$ cat config.mk
export PLATFORM = sky130hd
export DESIGN_NAME = ptpcap_unit
export DESIGN_NICKNAME = d
export VERILOG_FILES = /design/src/rtl/ptpcap_pkg.sv /design/src/rtl/ptpcap_parser.sv /design/src/rtl/ptpcap_slot.sv /design/src/rtl/ptpcap_unit.sv
export SDC_FILE = /design/constraint.sdc
export NUM_CORES = 1
export LEC_CHECK = 0
export ABC_AREA = 1
export ABC_CLOCK_PERIOD_IN_PS = 1890
export BUFFER_PORTS_ARGS = -buffer_cell sky130_fd_sc_hd__buf_2
export CORE_ASPECT_RATIO = 1.25
export CORE_UTILIZATION = 45
export DETAILED_ROUTE_END_ITERATION = 10
export HOLD_SLACK_MARGIN = 0.02
export PLACE_DENSITY = 0.72
export SLEW_MARGIN = 20
export SYNTH_ARGS = -nofsm -noshare
export SYNTH_HDL_FRONTEND = slang
export SYNTH_HIERARCHICAL = 1
export SYNTH_SLANG_ARGS = --single-unit
$ cat constraint.sdc
create_clock -name clk -period 1.89 [get_ports clk]
set_clock_uncertainty 0.1 [all_clocks]
set_input_delay 0.378 -clock clk [delete_from_list [all_inputs] [get_ports clk]]
set_output_delay 0.378 -clock clk [all_outputs]
set_load 0.01 [all_outputs]
$ cat src/rtl/ptpcap_pkg.sv
// Shared widths, register addresses and the capture record type.
package ptpcap_pkg;
    localparam int TIME_W  = 32;
    localparam int SEQ_W   = 16;
    localparam int NSLOT   = 3;
    localparam int REG_AW  = 4;

    localparam logic [REG_AW-1:0] A_ETYPE = 4'd12;
    localparam logic [REG_AW-1:0] A_MASK  = 4'd13;
    localparam logic [REG_AW-1:0] A_PTR   = 4'd14;
    localparam logic [REG_AW-1:0] A_CTRL  = 4'd15;

    localparam logic [1:0] CODE_NORMAL  = 2'd0;
    localparam logic [1:0] CODE_OVERRUN = 2'd2;

    typedef struct packed {
        logic [SEQ_W-1:0]  seq;
        logic [TIME_W-1:0] stamp;
    } cap_rec_t;
endpackage

$ cat src/rtl/ptpcap_parser.sv
// Byte-stream parser for one direction.
// Counts the bytes of each frame, matches the ethertype, samples the
// time input at the first PTP header byte and assembles the sequence id.
// On the byte that completes the sequence id it raises commit for one cycle,
// but only if the frame qualifies.
// Assumes untagged frames, one byte per valid cycle, and a last marker on
// the final byte of each frame.
module ptpcap_parser
    import ptpcap_pkg::*;
#(
    parameter int HDR_OFS = 14,
    parameter int SEQ_OFS = 30,
    parameter int IDX_W   = 6
) (
    input  logic              clk,
    input  logic              rst_n,
    input  logic              in_valid,
    input  logic [7:0]        in_data,
    input  logic              in_last,
    input  logic [TIME_W-1:0] stamp_in,
    input  logic [15:0]       etype_cfg,
    input  logic [15:0]       msg_mask,
    input  logic              enable,
    output logic              commit,
    output logic [3:0]        msg_type,
    output cap_rec_t          rec
);
    localparam logic [IDX_W-1:0] ET_HI  = IDX_W'(HDR_OFS - 2);
    localparam logic [IDX_W-1:0] ET_LO  = IDX_W'(HDR_OFS - 1);
    localparam logic [IDX_W-1:0] HDR0   = IDX_W'(HDR_OFS);
    localparam logic [IDX_W-1:0] SEQ_HI = IDX_W'(HDR_OFS + SEQ_OFS);
    localparam logic [IDX_W-1:0] SEQ_LO = IDX_W'(HDR_OFS + SEQ_OFS + 1);

    logic [IDX_W-1:0]  idx;
    logic [7:0]        et_hi;
    logic              etype_ok;
    logic [TIME_W-1:0] stamp_q;
    logic [3:0]        msg_q;
    logic [7:0]        seq_hi;

    // Byte position within the current frame; saturates, restarts after last.
    always_ff @(posedge clk) begin
        if (!rst_n)
            idx <= '0;
        else if (in_valid) begin
            if (in_last)
                idx <= '0;
            else if (idx != '1)
                idx <= idx + 1'b1;
        end
    end

    // Capture the header fields that the qualification and record need.
    always_ff @(posedge clk) begin
        if (!rst_n) begin
            et_hi    <= '0;
            etype_ok <= 1'b0;
            stamp_q  <= '0;
            msg_q    <= '0;
            seq_hi   <= '0;
        end else if (in_valid) begin
            if (idx == ET_HI)  et_hi    <= in_data;
            if (idx == ET_LO)  etype_ok <= ({et_hi, in_data} == etype_cfg);
            if (idx == HDR0) begin
                stamp_q <= stamp_in;
                msg_q   <= in_data[3:0];
            end
            if (idx == SEQ_HI) seq_hi   <= in_data;
        end
    end

    // Commit decision on the last sequence byte.
    always_comb begin
        commit    = in_valid && (idx == SEQ_LO) && etype_ok && msg_mask[msg_q] && enable;
        msg_type  = msg_q;
        rec.seq   = {seq_hi, in_data};
        rec.stamp = stamp_q;
    end
endmodule

$ cat src/rtl/ptpcap_slot.sv
// One capture slot: a valid flag, a status code and one record.
// A capture into an empty slot stores the record. A capture into a full
// slot keeps the old record and sets the overrun code. A clear empties the
// slot; a capture arriving in the same cycle as a clear is stored.
module ptpcap_slot
    import ptpcap_pkg::*;
(
    input  logic     clk,
    input  logic     rst_n,
    input  logic     cap,
    input  cap_rec_t cap_rec,
    input  logic     clr,
    output logic     vld,
    output logic [1:0] code,
    output cap_rec_t rec
);
    // Slot state update: clear, fill or overrun.
    always_ff @(posedge clk) begin
        if (!rst_n) begin
            vld  <= 1'b0;
            code <= CODE_NORMAL;
            rec  <= '0;
        end else if (clr) begin
            vld  <= cap;
            code <= CODE_NORMAL;
            if (cap) rec <= cap_rec;
        end else if (cap) begin
            if (vld)
                code <= CODE_OVERRUN;
            else begin
                vld  <= 1'b1;
                code <= CODE_NORMAL;
                rec  <= cap_rec;
            end
        end
    end
endmodule

$ cat src/rtl/ptpcap_unit.sv
// PTP event timestamp capture for one port.
// Contains a receive parser and a transmit parser, two arrival slots and
// one departure slot, the configuration registers and the register read
// mux. Received captures are steered by comparing their message type with
// the pointer register.
// Assumes the register port is used one access per cycle; reads are
// combinational.
module ptpcap_unit
    import ptpcap_pkg::*;
(
    input  logic              clk,
    input  logic              rst_n,
    input  logic              rx_valid,
    input  logic [7:0]        rx_data,
    input  logic              rx_last,
    input  logic              tx_valid,
    input  logic [7:0]        tx_data,
    input  logic              tx_last,
    input  logic [TIME_W-1:0] time_count,
    input  logic [REG_AW-1:0] reg_addr,
    input  logic              reg_wr,
    input  logic [15:0]       reg_wdata,
    output logic [15:0]       reg_rdata
);
    logic [15:0] etype_r, mask_r;
    logic [3:0]  ptr_r;
    logic        port_dis, glob_dis, cap_en;

    logic        rx_commit, tx_commit;
    logic [3:0]  rx_msg, tx_msg;
    cap_rec_t    rx_rec, tx_rec;

    logic [NSLOT-1:0]             slot_cap, slot_clr, slot_vld;
    logic [NSLOT-1:0][1:0]        slot_code;
    cap_rec_t [NSLOT-1:0]         slot_rec;
    logic [NSLOT-1:0][TIME_W-1:0] slot_stamp;
    logic [1:0]                   sel;

    // Configuration register writes.
    always_ff @(posedge clk) begin
        if (!rst_n) begin
            etype_r  <= 16'h88F7;
            mask_r   <= '0;
            ptr_r    <= 4'd3;
            port_dis <= 1'b1;
            glob_dis <= 1'b1;
        end else if (reg_wr) begin
            case (reg_addr)
                A_ETYPE: etype_r <= reg_wdata;
                A_MASK:  mask_r  <= reg_wdata;
                A_PTR:   ptr_r   <= reg_wdata[3:0];
                A_CTRL:  {glob_dis, port_dis} <= reg_wdata[1:0];
                default: ;
            endcase
        end
    end

    assign cap_en = !port_dis && !glob_dis;

    ptpcap_parser u_rx (
        .clk(clk), .rst_n(rst_n), .in_valid(rx_valid), .in_data(rx_data),
        .in_last(rx_last), .stamp_in(time_count), .etype_cfg(etype_r),
        .msg_mask(mask_r), .enable(cap_en), .commit(rx_commit),
        .msg_type(rx_msg), .rec(rx_rec)
    );

    ptpcap_parser u_tx (
        .clk(clk), .rst_n(rst_n), .in_valid(tx_valid), .in_data(tx_data),
        .in_last(tx_last), .stamp_in(time_count), .etype_cfg(etype_r),
        .msg_mask(mask_r), .enable(cap_en), .commit(tx_commit),
        .msg_type(tx_msg), .rec(tx_rec)
    );

    // Steering: pointer type to arrival slot 1, other received types to slot 0.
    always_comb begin
        slot_cap[0] = rx_commit && (rx_msg != ptr_r);
        slot_cap[1] = rx_commit && (rx_msg == ptr_r);
        slot_cap[2] = tx_commit;
    end

    for (genvar i = 0; i < NSLOT; i++) begin : g_slot
        assign slot_clr[i] = reg_wr && (reg_addr == REG_AW'(i * 4)) && (reg_wdata == '0);
        ptpcap_slot u_slot (
            .clk(clk), .rst_n(rst_n), .cap(slot_cap[i]),
            .cap_rec((i == NSLOT - 1) ? tx_rec : rx_rec),
            .clr(slot_clr[i]), .vld(slot_vld[i]), .code(slot_code[i]),
            .rec(slot_rec[i])
        );
        assign slot_stamp[i] = slot_rec[i].stamp;
    end

    assign sel = reg_addr[3:2];

    // Register read mux.
    always_comb begin
        reg_rdata = '0;
        if (sel != 2'd3) begin
            case (reg_addr[1:0])
                2'd0: reg_rdata = {13'b0, slot_code[sel], slot_vld[sel]};
                2'd1: reg_rdata = slot_rec[sel].stamp[15:0];
                2'd2: reg_rdata = slot_rec[sel].stamp[TIME_W-1:16];
                default: reg_rdata = slot_rec[sel].seq;
            endcase
        end else begin
            case (reg_addr)
                A_ETYPE: reg_rdata = etype_r;
                A_MASK:  reg_rdata = mask_r;
                A_PTR:   reg_rdata = {12'b0, ptr_r};
                default: reg_rdata = {14'b0, glob_dis, port_dis};
            endcase
        end
    end
endmodule

==> impl_metrics.prom, run 1 <==
# TYPE chip_impl_metric gauge
chip_impl_metric{name="drt-pass1-iter-count",unit=""} 7
chip_impl_metric{name="design.die.area",unit="µm²"} 35800
chip_impl_info{name="yosys-top-cells-area",value="dfxtp_1 39%, nand2_1 13%, nor2_1 8.5%, nand3_1 8.2%, inv_1 6.0%"} 1
chip_impl_info{name="slowest_stage",value="nor2_4"} 1
chip_impl_metric{name="synth_fp_nets",unit=""} 2431
chip_impl_metric{name="static-leakage-power",unit="µW"} 0.0102
chip_impl_metric{name="finish.cell_count_without_fillers",unit=""} 3161
chip_impl_metric{name="post-layout-total-power",unit="µW"} 14900
chip_impl_metric{name="wl_met3",unit="µm"} 7620
chip_impl_info{name="netlist.top_cell.by_area",value="dfxtp_1"} 1
chip_impl_metric{name="syn_inst",unit=""} 2348
chip_impl_info{name="status",value="complete, but fails checks"} 1
chip_impl_metric{name="buffer_ports.inserted",unit=""} 90
chip_impl_metric{name="layout_setup_ws",unit="ns"} -0.470
chip_impl_metric{name="drt_first_iter_violations",unit=""} 2246
chip_impl_info{name="violations",value="setup timing"} 1
chip_impl_metric{name="first_pass_grt_wire_length",unit="µm"} 91600
chip_impl_metric{name="final_antenna_net_count",unit=""} 0
chip_impl_metric{name="finalHoldViolations",unit=""} 0
chip_impl_metric{name="h_tree_levels",unit=""} 2
chip_impl_info{name="topRoutingLayerUsed",value="met5"} 1
chip_impl_metric{name="layout.area.seq",unit="µm²"} 6190
chip_impl_info{name="unrepaired_setup_endpoints_after_global_routing",value="yes"} 1
chip_impl_metric{name="tightest_slew",unit="ns"} 0.702
chip_impl_metric{name="fin_crit_sh",unit="%"} 125
chip_impl_metric{name="std_cell_rows",unit=""} 76
chip_impl_info{name="synthMostInstantiatedCell",value="nand2_1"} 1
chip_impl_metric{name="synthDominantCellAreaShare",unit="%"} 38.8
chip_impl_metric{name="filler_cell_count",unit=""} 2426
chip_impl_metric{name="wirelength_met1",unit="µm"} 24100
chip_impl_info{name="endpoint_kind",value="output port"} 1
chip_impl_metric{name="number_of_buffers_inserted_during_clock_tree_synthesis",unit=""} 35
chip_impl_metric{name="multi_input_area",unit="µm²"} 9570
chip_impl_metric{name="route.detailed.vias_per_inst",unit=""} 5.86
chip_impl_metric{name="worst_skew_pair.late_latency",unit="ns"} 0.54
chip_impl_info{name="hold_path.class",value="input pin to flop"} 1
chip_impl_metric{name="timing.final.setup_violations",unit=""} 167
chip_impl_metric{name="dpl.hpwl",unit="µm"} 37300
chip_impl_metric{name="floorplan.initialDensity",unit="%"} 45.7
chip_impl_info{name="start_kind",value="input pin"} 1
chip_impl_metric{name="synth_cell_type_count",unit=""} 33
chip_impl_metric{name="design.portCount",unit=""} 91
chip_impl_info{name="path_cells",value="buf_12, buf_6, nor2_4, buf_6, buf_12, nand2_2, nand2_2, nor2_4, nor2_4, nand2_2, nand2_4, buf_6"} 1
chip_impl_metric{name="crit_path_max_incr_delay",unit="ns"} 0.24
chip_impl_metric{name="grt_overflow",unit=""} 0
chip_impl_metric{name="wl_per_cell",unit="µm"} 21.9
chip_impl_info{name="startpoint_to_endpoint_class_of_the_critical_path",value="input pin to output port"} 1
chip_impl_metric{name="core_region_area",unit="µm²"} 34500
chip_impl_metric{name="clkSinkCount",unit=""} 306
chip_impl_metric{name="maxSlewViolCount",unit=""} 0
chip_impl_metric{name="syn_to_final_growth",unit="%"} 48.4
chip_impl_metric{name="crit_path_max_fanout",unit=""} 6
chip_impl_metric{name="worst_ep_arrival_time",unit="ns"} 1.88
chip_impl_metric{name="die_y",unit="µm"} 211
chip_impl_metric{name="grt_max_degree",unit=""} 42
chip_impl_metric{name="period_minus_slack",unit="ns"} 2.36
chip_impl_metric{name="dieWidth",unit="µm"} 169
chip_impl_metric{name="ctsLongestPathBuffers",unit=""} 3
chip_impl_metric{name="fmax",unit="GHz"} 0.424
chip_impl_metric{name="globalRouteTotalUtil",unit="%"} 33.2
chip_impl_metric{name="synth-warning-count",unit=""} 6
chip_impl_metric{name="route.vias.total",unit=""} 18500
chip_impl_metric{name="power_per_unit_of_standard_cell_area",unit="nW/µm²"} 638
chip_impl_metric{name="post_synth_instance_area",unit="µm²"} 15800
chip_impl_metric{name="synth.avg_cell_area",unit="µm²"} 6.72
chip_impl_metric{name="timing.max_cap.violations",unit=""} 0
chip_impl_info{name="cts_root_buf",value="clkbuf_16"} 1
chip_impl_metric{name="holdWs",unit="ns"} 0.0579
chip_impl_metric{name="synth.ff_latch_count",unit=""} 306
chip_impl_metric{name="place_congestion",unit=""} 0.961
chip_impl_metric{name="remaining_drc_errors",unit=""} 0
chip_impl_info{name="cts_tree",value="yes"} 1
chip_impl_metric{name="count_of_flip_flops_with_a_built_in_enable_after_synthesis",unit=""} 0
chip_impl_metric{name="wl_met2",unit="µm"} 30900
chip_impl_metric{name="seq_area_frac_synth",unit="%"} 38.8
chip_impl_info{name="synth_ff_type",value="dfxtp_1"} 1
chip_impl_metric{name="required_time_of_the_critical_path",unit="ns"} 1.41
chip_impl_metric{name="peakVddDrop",unit="mV"} 0.821
chip_impl_metric{name="placedCellCount",unit=""} 2955
chip_impl_metric{name="worst_setup_hold_path_clk_slew",unit="ns"} 0.07
chip_impl_metric{name="finalWirelength",unit="µm"} 69300
chip_impl_metric{name="nNetsFinal",unit=""} 2751
chip_impl_metric{name="final_layout_size_suffix_gt1_share",unit="%"} 38.6
chip_impl_metric{name="first_global_vias",unit=""} 16800
chip_impl_info{name="synth_commonest_cells",value="540 x nand2_1, 356 x nor2_1, 306 x dfxtp_1, 259 x nand3_1, 253 x inv_1"} 1
chip_impl_metric{name="slew_headroom",unit="%"} 53.2
chip_impl_metric{name="number_of_antenna_violations_at_the_first_check_in_global_routing",unit=""} 2
chip_impl_metric{name="postSynth.asyncResetShare",unit="%"} 0
[worst max-delay path, delay by kind of cell]
family	cells	cell delay, ns
simple gates	7	0.86
buf+inv	5	0.64
[logic make-up after synthesis]
kind of cell,after synthesis,share of synthesized area [%]
other,3,0.0714
buffers and inverters,426,13.0
XOR/XNOR,18,0.999
AO/OA/AOI/OAI,381,14.3
flip-flops,306,38.8
AND/OR/NAND/NOR,1206,32.2
adder cells (fa/ha/maj),8,0.635
[worst paths after layout]
path | endpoint | cells past startpoint | start | slack (ns)
hold / removal | u_rx/stamp_q[18] | 3 | time_count[18] | 0.06
setup / recovery | reg_rdata[14] | 12 | reg_addr[3] | -0.47
hold reg to reg | g_slot[1].u_slot/rec[25] | 2 | g_slot[1].u_slot/rec[25] | 0.38
setup reg to reg | g_slot[0].u_slot/rec[15] | 15 | u_rx/msg_type[0] | -0.46
[metrics by stage]
step	area (µm²)	TNS, ns	utilization (%)	worst slack, ns
final	23400	-30.76	67.8	-0.470
after detailed placement	17800	-49.80	51.6	-0.584
after global placement	17800	-54.88	51.6	-0.604
after CTS	21700	-19.33	63.0	-0.210
after global routing	23400	-47.23	67.8	-0.522
after floorplan	15800	0	-	0.0404
[sequential cells by signal (all words and copies together) (netlist names), 16 cells and up]
signal / cells
mask_r: 16
g_slot.u_slot/rec: 144
u_rx/stamp_q: 32
u_tx/stamp_q: 32
etype_r: 16
[what timing repair did]
item	CTS	global route
endpoints found under the setup margin	166	184
hold buffers	31	0
buffers inserted	53	46
gates resized for setup	397	336
cloned	25	15
pin swaps	142	182
endpoints found under the hold margin	61	0
[placed cells by master, fill, tap and decap left out, types with 6 or more instances in the layout]
| cell | synthesis | final |
|---|---|---|
| dfxtp_2 | 0 | 44 |
| clkbuf_16 | 0 | 51 |
| buf_8 | 9 | 22 |
| nand2_1 | 540 | 402 |
| nand3_4 | 0 | 16 |
| nand3_1 | 259 | 103 |
| buf_2 | 74 | 81 |
| inv_4 | 0 | 8 |
| o21ai_1 | 18 | 18 |
| nor2_2 | 1 | 20 |
| dfxtp_1 | 306 | 260 |
| a21oi_4 | 0 | 10 |
| inv_1 | 253 | 227 |
| buf_12 | 0 | 55 |
| xor2_1 | 6 | 6 |
| buf_4 | 36 | 165 |
| o21ai_0 | 121 | 111 |
| nand3_2 | 2 | 142 |
| nand2_4 | 3 | 41 |
| nand2_2 | 7 | 106 |
| o21ai_4 | 0 | 9 |
| inv_2 | 10 | 24 |
| nand4_1 | 14 | 14 |
| nor2_4 | 12 | 25 |
| dlygate4sd3_1 | 0 | 31 |
| buf_6 | 17 | 60 |
| xnor2_1 | 12 | 12 |
| a21oi_2 | 87 | 113 |
| a21oi_1 | 147 | 111 |
| clkbuf_1 | 27 | 10 |
| buf_16 | 0 | 16 |
| nor2_1 | 356 | 324 |
| ha_1 | 8 | 8 |
[layer usage]
layer	vias to the layer above	GRT usage, %
met3	525	6.62
met5	-	0
met4	2	23.9
li1	8057	-
met2	1284	54.5
met1	8658	38.7
[where the power goes]
part | switching, µW | internal, µW
combinational | 765 | 557
clock | 2910 | 4210
sequential | 17.1 | 6470
[final cells by class]
class,instances,area share [%]
multi-input cells,1617,40.9
flip-flops and latches,306,26.4
repair buffers,445,20.8
inverters,263,4.40
clock buffers,50,4.24
well taps,468,2.50
clock inverters,10,0.716
diodes,2,0.0214
(Power assumes the default switching activity.)
==> run 2: changes to the inputs <==
ABC_AREA = 0   (was 1)
CORE_ASPECT_RATIO = 0.75   (was 1.25)
==> impl_metrics.prom, run 2 <==
# TYPE chip_impl_metric gauge
chip_impl_metric{name="layout_setup_ws",unit="ns"} -0.634
chip_impl_metric{name="synth_fp_nets",unit=""} 1733
chip_impl_metric{name="seq_area_frac_synth",unit="%"} 41.0
chip_impl_metric{name="grt.met1_usage",unit="%"} 40.1
chip_impl_metric{name="clkSinkCount",unit=""} 306
chip_impl_metric{name="grt_overflow",unit=""} 0
chip_impl_info{name="synthMostInstantiatedCell",value="nand2_1"} 1
chip_impl_info{name="violations",value="setup timing"} 1
chip_impl_info{name="largest_registers",value="g_slot.u_slot/rec x144, u_rx/stamp_q x32, u_tx/stamp_q x32"} 1
chip_impl_info{name="synth_commonest_cells",value="523 x nand2_1, 306 x dfxtp_1, 216 x mux2i_1, 60 x a21boi_2, 47 x clkbuf_1"} 1
chip_impl_metric{name="number_of_antenna_violations_at_the_first_check_in_global_routing",unit=""} 1
chip_impl_metric{name="wl_per_cell",unit="µm"} 20.7
chip_impl_info{name="hold_path.class",value="input pin to flop"} 1
chip_impl_metric{name="route.detailed.vias_per_inst",unit=""} 5.63
chip_impl_metric{name="dieWidth",unit="µm"} 212
chip_impl_metric{name="worst_ep_arrival_time",unit="ns"} 2.05
chip_impl_metric{name="post_synth_instance_area",unit="µm²"} 14900
chip_impl_metric{name="buffer_ports.inserted",unit=""} 90
chip_impl_metric{name="timing.max_cap.violations",unit=""} 0
chip_impl_info{name="timing.hold.worst.start",value="reg_wdata[6]"} 1
chip_impl_metric{name="required_time_of_the_critical_path",unit="ns"} 1.41
chip_impl_info{name="crit_start",value="g_slot[0].u_slot/rec[14]"} 1
chip_impl_metric{name="worst_skew_pair.late_latency",unit="ns"} 0.59
chip_impl_info{name="endpoint_kind",value="output port"} 1
chip_impl_metric{name="placedCellCount",unit=""} 2230
chip_impl_metric{name="design.die.area",unit="µm²"} 33900
chip_impl_info{name="largest_register",value="g_slot.u_slot/rec"} 1
chip_impl_metric{name="floorplan.initialDensity",unit="%"} 46.0
chip_impl_metric{name="totalNegativeSetupSlack",unit="ns"} -68.64
chip_impl_info{name="synth_ff_type",value="dfxtp_1"} 1
chip_impl_metric{name="layout.cell_area.non_filler",unit="µm²"} 19800
chip_impl_metric{name="final_layout_size_suffix_gt1_share",unit="%"} 29.8
chip_impl_metric{name="fin_crit_sh",unit="%"} 134
chip_impl_metric{name="worst_setup_hold_path_clk_slew",unit="ns"} 0.07
chip_impl_metric{name="design.portCount",unit=""} 91
chip_impl_metric{name="count_of_flip_flops_with_a_built_in_enable_after_synthesis",unit=""} 0
chip_impl_metric{name="syn_to_final_growth",unit="%"} 32.4
chip_impl_metric{name="route.vias.total",unit=""} 13200
chip_impl_info{name="layout_commonest_cell",value="nand2_1"} 1
chip_impl_metric{name="met2_usage",unit="%"} 42.4
chip_impl_metric{name="postSynth.asyncResetShare",unit="%"} 0
chip_impl_metric{name="area_after_dpl",unit="µm²"} 17000
chip_impl_metric{name="synthDominantCellAreaShare",unit="%"} 41.0
chip_impl_metric{name="largest_register_ffs",unit=""} 144
chip_impl_info{name="cts_tree",value="yes"} 1
chip_impl_metric{name="h_tree_levels",unit=""} 1
chip_impl_metric{name="finish.cell_count_without_fillers",unit=""} 2349
chip_impl_metric{name="std_cell_rows",unit=""} 57
chip_impl_metric{name="syn_inst",unit=""} 1650
chip_impl_metric{name="grt_max_degree",unit=""} 37
chip_impl_metric{name="fmax",unit="GHz"} 0.396
chip_impl_metric{name="core_region_area",unit="µm²"} 32500
chip_impl_info{name="netlist.top_cell.by_area",value="dfxtp_1"} 1
chip_impl_metric{name="nNetsFinal",unit=""} 1967
chip_impl_metric{name="peakVddDrop",unit="mV"} 0.634
chip_impl_metric{name="number_of_buffers_inserted_during_clock_tree_synthesis",unit=""} 30
chip_impl_metric{name="drt-pass1-iter-count",unit=""} 7
chip_impl_metric{name="setup_ws_pre_cts",unit="ns"} -0.824
chip_impl_metric{name="drt_first_iter_violations",unit=""} 1398
chip_impl_metric{name="timing.final.setup_violations",unit=""} 166
chip_impl_metric{name="holdWs",unit="ns"} 0.0293
chip_impl_metric{name="die_y",unit="µm"} 160
chip_impl_info{name="most-common-layout-cells",value="520 x nand2_1, 281 x dfxtp_1, 200 x mux2i_1, 150 x buf_4, 84 x buf_2"} 1
chip_impl_info{name="startpoint_to_endpoint_class_of_the_critical_path",value="flop to output port"} 1
chip_impl_metric{name="place_congestion",unit=""} 0.981
chip_impl_info{name="globalRoute.busiestLayer",value="met2"} 1
chip_impl_metric{name="maxSlewViolCount",unit=""} 0
chip_impl_metric{name="static-leakage-power",unit="µW"} 0.00720
chip_impl_metric{name="filler_cell_count",unit=""} 2582
chip_impl_metric{name="power_per_unit_of_standard_cell_area",unit="nW/µm²"} 704
chip_impl_info{name="start_kind",value="flop"} 1
chip_impl_metric{name="globalRouteTotalUtil",unit="%"} 28.1
chip_impl_metric{name="final_antenna_net_count",unit=""} 0
chip_impl_info{name="worst_r2r_startpoint",value="u_rx/msg_type[2]"} 1
chip_impl_metric{name="grtUsageMet3",unit="%"} 5.29
chip_impl_info{name="unrepaired_setup_endpoints_after_global_routing",value="yes"} 1
chip_impl_metric{name="first_pass_grt_wire_length",unit="µm"} 73700
chip_impl_metric{name="synth.ff_latch_count",unit=""} 306
chip_impl_metric{name="finalHoldViolations",unit=""} 0
chip_impl_info{name="cts_root_buf",value="clkbuf_16"} 1
chip_impl_metric{name="synth.avg_cell_area",unit="µm²"} 9.06
chip_impl_metric{name="period_minus_slack",unit="ns"} 2.52
chip_impl_metric{name="crit_path_max_fanout",unit=""} 2
chip_impl_metric{name="first_global_vias",unit=""} 12700
chip_impl_metric{name="ctsLongestPathBuffers",unit=""} 3
chip_impl_metric{name="finalWirelength",unit="µm"} 48700
chip_impl_metric{name="dpl.hpwl",unit="µm"} 32600
chip_impl_metric{name="synth-warning-count",unit=""} 6
chip_impl_metric{name="synth_cell_type_count",unit=""} 63
chip_impl_metric{name="remaining_drc_errors",unit=""} 0
chip_impl_info{name="status",value="complete, but fails checks"} 1
chip_impl_info{name="yosys-top-cells-area",value="dfxtp_1 41%, mux2i_1 14%, nand2_1 13%, a21boi_2 4.5%, xor2_1 2.3%"} 1
-- run 2: cell types whose count changed after synthesis, moves of 38 or more --
cell      change
a21boi_2     +60
a21oi_1     -138
a21oi_2      -87
buf_2        -38
inv_1       -236
mux2i_1     +216
nand3_1     -236
nor2_1      -336
nor2b_1      +43
o21ai_0     -110
-- run 2: cell type report --
type | instances | area (µm²) | area share, %
diodes | 1 | 2.50 | 0.0126
clock buffers | 41 | 852 | 4.30
clock inverters | 13 | 155 | 0.784
inverters | 18 | 67.6 | 0.341
multi-input cells | 1186 | 8710 | 44.0
flip-flops and latches | 306 | 6160 | 31.1
well taps | 442 | 553 | 2.79
repair buffers | 342 | 3290 | 16.6
-- run 2: path summary, 6_finish.rpt --
check                             end  slack [ns]  cells after the start
max                     reg_rdata[14]       -0.63                      5
min                        etype_r[6]        0.03                      4
max reg2reg  g_slot[0].u_slot/rec[38]       -0.56                      8
min reg2reg  g_slot[2].u_slot/rec[25]        0.35                      2
-- run 2: cells by family after synthesis --
kind of cell    after synthesis  share of synthesized area, %
simple gates                684                          20.1
flops                       306                          41.0
mux                         244                          17.3
compound gates              203                          12.0
fa+ha+maj                     8                         0.670
buf+inv                     158                          6.24
xor+xnor                     44                          2.58
other cells                   3                        0.0753
-- run 2: worst max-delay path, cell delays in order (launching register included) --
cell and delay (ns):
dfxtp_1 0.31, mux2_4 0.29, a221oi_4 0.29, nor4_2 0.13
a221o_1 0.30, buf_2 0.15
-- run 2: power by group --
group	internal, µW	leakage (µW)	switching [µW]
clock	3560	0.000504	2660
combinational	564	0.00422	658
sequential	6460	0.00248	20.5
-- run 2: layer usage --
metal  share of wire [%]  wire (µm)
met2                  44      21300
met5                   0          0
met3                 9.2       4460
met1                  43      21100
met4                 3.7       1830
-- run 2: through the flow --
step	util, %	power, µW
CTS	60.0	13900
global route	60.9	14300
finish	60.9	13900
floorplan	-	7150
global placement	52.2	7620
detailed placement	52.2	7630
-- run 2: repair_timing --
action                                  4_1_cts  5_1_grt
endpoints found under the setup margin      166      166
gates resized for setup                     144       67
cloned                                       16        0
hold buffers                                 35        0
endpoints found under the hold margin        66        0
pin swaps                                    33       37
buffers inserted                             20        4
==> run 3: changes to the inputs <==
CORE_MARGIN = 3   (was unset)
==> impl_metrics.prom, run 3 (synthesis results as in run 2) <==
# TYPE chip_impl_metric gauge
chip_impl_info{name="status",value="complete, but fails checks"} 1
chip_impl_info{name="violations",value="setup timing"} 1
chip_impl_metric{name="first_global_vias",unit=""} 12800
chip_impl_metric{name="placedCellCount",unit=""} 2218
chip_impl_metric{name="h_tree_levels",unit=""} 1
chip_impl_metric{name="dieWidth",unit="µm"} 216
chip_impl_info{name="most-common-layout-cells",value="521 x nand2_1, 286 x dfxtp_1, 199 x mux2i_1, 130 x buf_4, 86 x buf_2"} 1
chip_impl_metric{name="number_of_buffers_inserted_during_clock_tree_synthesis",unit=""} 31
chip_impl_metric{name="layout_setup_ws",unit="ns"} -0.688
chip_impl_metric{name="fin_crit_sh",unit="%"} 136
chip_impl_metric{name="design.portCount",unit=""} 91
chip_impl_metric{name="final_antenna_net_count",unit=""} 0
chip_impl_metric{name="required_time_of_the_critical_path",unit="ns"} 1.41
chip_impl_metric{name="floorplan.initialDensity",unit="%"} 46.0
chip_impl_metric{name="power.share.switching",unit="%"} 23.3
chip_impl_metric{name="globalRouteTotalUtil",unit="%"} 26.1
chip_impl_info{name="hold_path.class",value="input pin to flop"} 1
chip_impl_metric{name="design.die.area",unit="µm²"} 35500
chip_impl_metric{name="grt_max_degree",unit=""} 118
chip_impl_metric{name="holdWs",unit="ns"} 0.0401
chip_impl_metric{name="route.vias.total",unit=""} 13000
chip_impl_metric{name="multi_input_area",unit="µm²"} 8580
chip_impl_metric{name="finalWirelength",unit="µm"} 48200
chip_impl_info{name="start_kind",value="input pin"} 1
chip_impl_metric{name="timing.final.setup_violations",unit=""} 166
chip_impl_metric{name="core_region_area",unit="µm²"} 32500
chip_impl_metric{name="peakVddDrop",unit="mV"} 0.661
chip_impl_metric{name="drt_first_iter_violations",unit=""} 1565
chip_impl_metric{name="timing.max_cap.violations",unit=""} 0
chip_impl_metric{name="worst_setup_hold_path_clk_slew",unit="ns"} 0.06
chip_impl_info{name="cts_tree",value="yes"} 1
chip_impl_metric{name="worst_skew_pair.late_latency",unit="ns"} 0.58
chip_impl_metric{name="filler_cell_count",unit=""} 2566
chip_impl_metric{name="clkSinkCount",unit=""} 306
chip_impl_metric{name="largest_register_ffs",unit=""} 144
chip_impl_metric{name="p_int",unit="µW"} 11000
chip_impl_metric{name="crit_path_max_fanout",unit=""} 18
chip_impl_metric{name="grt_overflow",unit=""} 0
chip_impl_metric{name="seq_power_share",unit="%"} 45.0
chip_impl_metric{name="maxSlewViolCount",unit=""} 0
chip_impl_metric{name="wl_per_cell",unit="µm"} 20.6
chip_impl_info{name="layout_commonest_cell",value="nand2_1"} 1
chip_impl_metric{name="p_switching",unit="µW"} 3350
chip_impl_info{name="startpoint_to_endpoint_class_of_the_critical_path",value="input pin to output port"} 1
chip_impl_metric{name="route.detailed.vias_per_inst",unit=""} 5.57
chip_impl_metric{name="syn_to_final_growth",unit="%"} 31.0
chip_impl_metric{name="final_layout_size_suffix_gt1_share",unit="%"} 28.5
chip_impl_metric{name="place_congestion",unit=""} 0.984
chip_impl_metric{name="tightest_slew",unit="ns"} 0.549
chip_impl_metric{name="fmax",unit="GHz"} 0.388
chip_impl_metric{name="drt-pass1-iter-count",unit=""} 10
chip_impl_metric{name="clkPwrFrac",unit="%"} 46.7
chip_impl_metric{name="remaining_drc_errors",unit=""} 0
chip_impl_metric{name="number_of_antenna_violations_at_the_first_check_in_global_routing",unit=""} 2
chip_impl_info{name="endpoint_kind",value="output port"} 1
chip_impl_metric{name="ctsLongestPathBuffers",unit=""} 3
chip_impl_info{name="largest_register",value="g_slot.u_slot/rec"} 1
chip_impl_metric{name="finish.cell_count_without_fillers",unit=""} 2337
chip_impl_metric{name="buffer_ports.inserted",unit=""} 90
chip_impl_metric{name="post-layout-total-power",unit="µW"} 14400
chip_impl_metric{name="power.combinational.fraction",unit="%"} 8.3
chip_impl_metric{name="worst_ep_arrival_time",unit="ns"} 2.10
chip_impl_metric{name="totalNegativeSetupSlack",unit="ns"} -61.99
chip_impl_metric{name="layout.area.seq",unit="µm²"} 6160
chip_impl_metric{name="dpl.hpwl",unit="µm"} 31700
chip_impl_info{name="largest_registers",value="g_slot.u_slot/rec x144, u_rx/stamp_q x32, u_tx/stamp_q x32"} 1
chip_impl_metric{name="nNetsFinal",unit=""} 1953
chip_impl_metric{name="static-leakage-power",unit="µW"} 0.00713
chip_impl_metric{name="finalHoldViolations",unit=""} 0
chip_impl_info{name="unrepaired_setup_endpoints_after_global_routing",value="yes"} 1
chip_impl_metric{name="power_per_unit_of_standard_cell_area",unit="nW/µm²"} 735
chip_impl_metric{name="die_y",unit="µm"} 164
chip_impl_metric{name="slew_headroom",unit="%"} 63.4
chip_impl_info{name="cts_root_buf",value="clkbuf_16"} 1
chip_impl_metric{name="std_cell_rows",unit=""} 57
chip_impl_metric{name="period_minus_slack",unit="ns"} 2.58
chip_impl_metric{name="first_pass_grt_wire_length",unit="µm"} 72800
[run 3: critical path, cell delays in order]
cell       delay [ns]
buf_2            0.14
nor2b_2          0.18
buf_12           0.17
buf_6            0.16
o2bb2ai_1        0.15
a222oi_1         0.54
nand2_1          0.18
buf_2            0.18
[run 3: path summary, 6_finish.rpt]
path / depth (start not counted) / slack [ns] / startpoint / end
worst max register to register: 9 / -0.51 / u_rx/msg_type[0] / g_slot[0].u_slot/rec[39]
worst min register to register: 2 / 0.36 / g_slot[0].u_slot/rec[6] / g_slot[0].u_slot/rec[6]
worst max-delay path: 8 / -0.69 / reg_addr[3] / reg_rdata[7]
worst min-delay path: 4 / 0.04 / reg_wdata[5] / etype_r[5]
[run 3: stage by stage]
stage,setup slack [ns],instance area [µm²],utilization (%)
finish,-0.688,19600,60.2
global route,-0.662,19600,60.2
CTS,-0.616,19400,59.8
detailed placement,-0.795,16900,51.9
global placement,-0.759,16900,51.9
floorplan,-0.589,15100,-
[run 3: final cells by class]
type	instances	share of cell area, %
multi-input combinational	1186	43.8
sequential	306	31.5
tap	442	2.82
clock buffer	47	4.73
antenna	1	0.0128
clock inverter	10	0.933
timing repair buffer	327	15.9
inverter	18	0.345
[run 3: timing repair]
action | 4_1_cts | 5_1_grt
gates cloned | 14 | 0
gates resized for setup | 131 | 45
setup endpoints to repair | 166 | 166
pin swaps | 38 | 25
buffers inserted | 14 | 0
hold endpoints to repair | 73 | 0
hold buffers | 41 | 0
[run 3: power groups by stage]
stage	clock, µW	combinational (µW)	sequential (µW)
after floorplan	0	520	6630
after global placement	0	966	6630
after detailed placement	0	977	6630
after CTS	6780	1130	6480
after global routing	7020	1250	6480
final	6730	1190	6480
[run 3: metal layers]
metal | vias to the layer above | wire [µm] | track usage [%]
met5 | - | 11 | 0
met4 | 2 | 1710 | 8.38
met3 | 138 | 4610 | 5.22
met2 | 576 | 21100 | 41.1
met1 | 6276 | 20700 | 36.1
li1 | 6034 | - | -
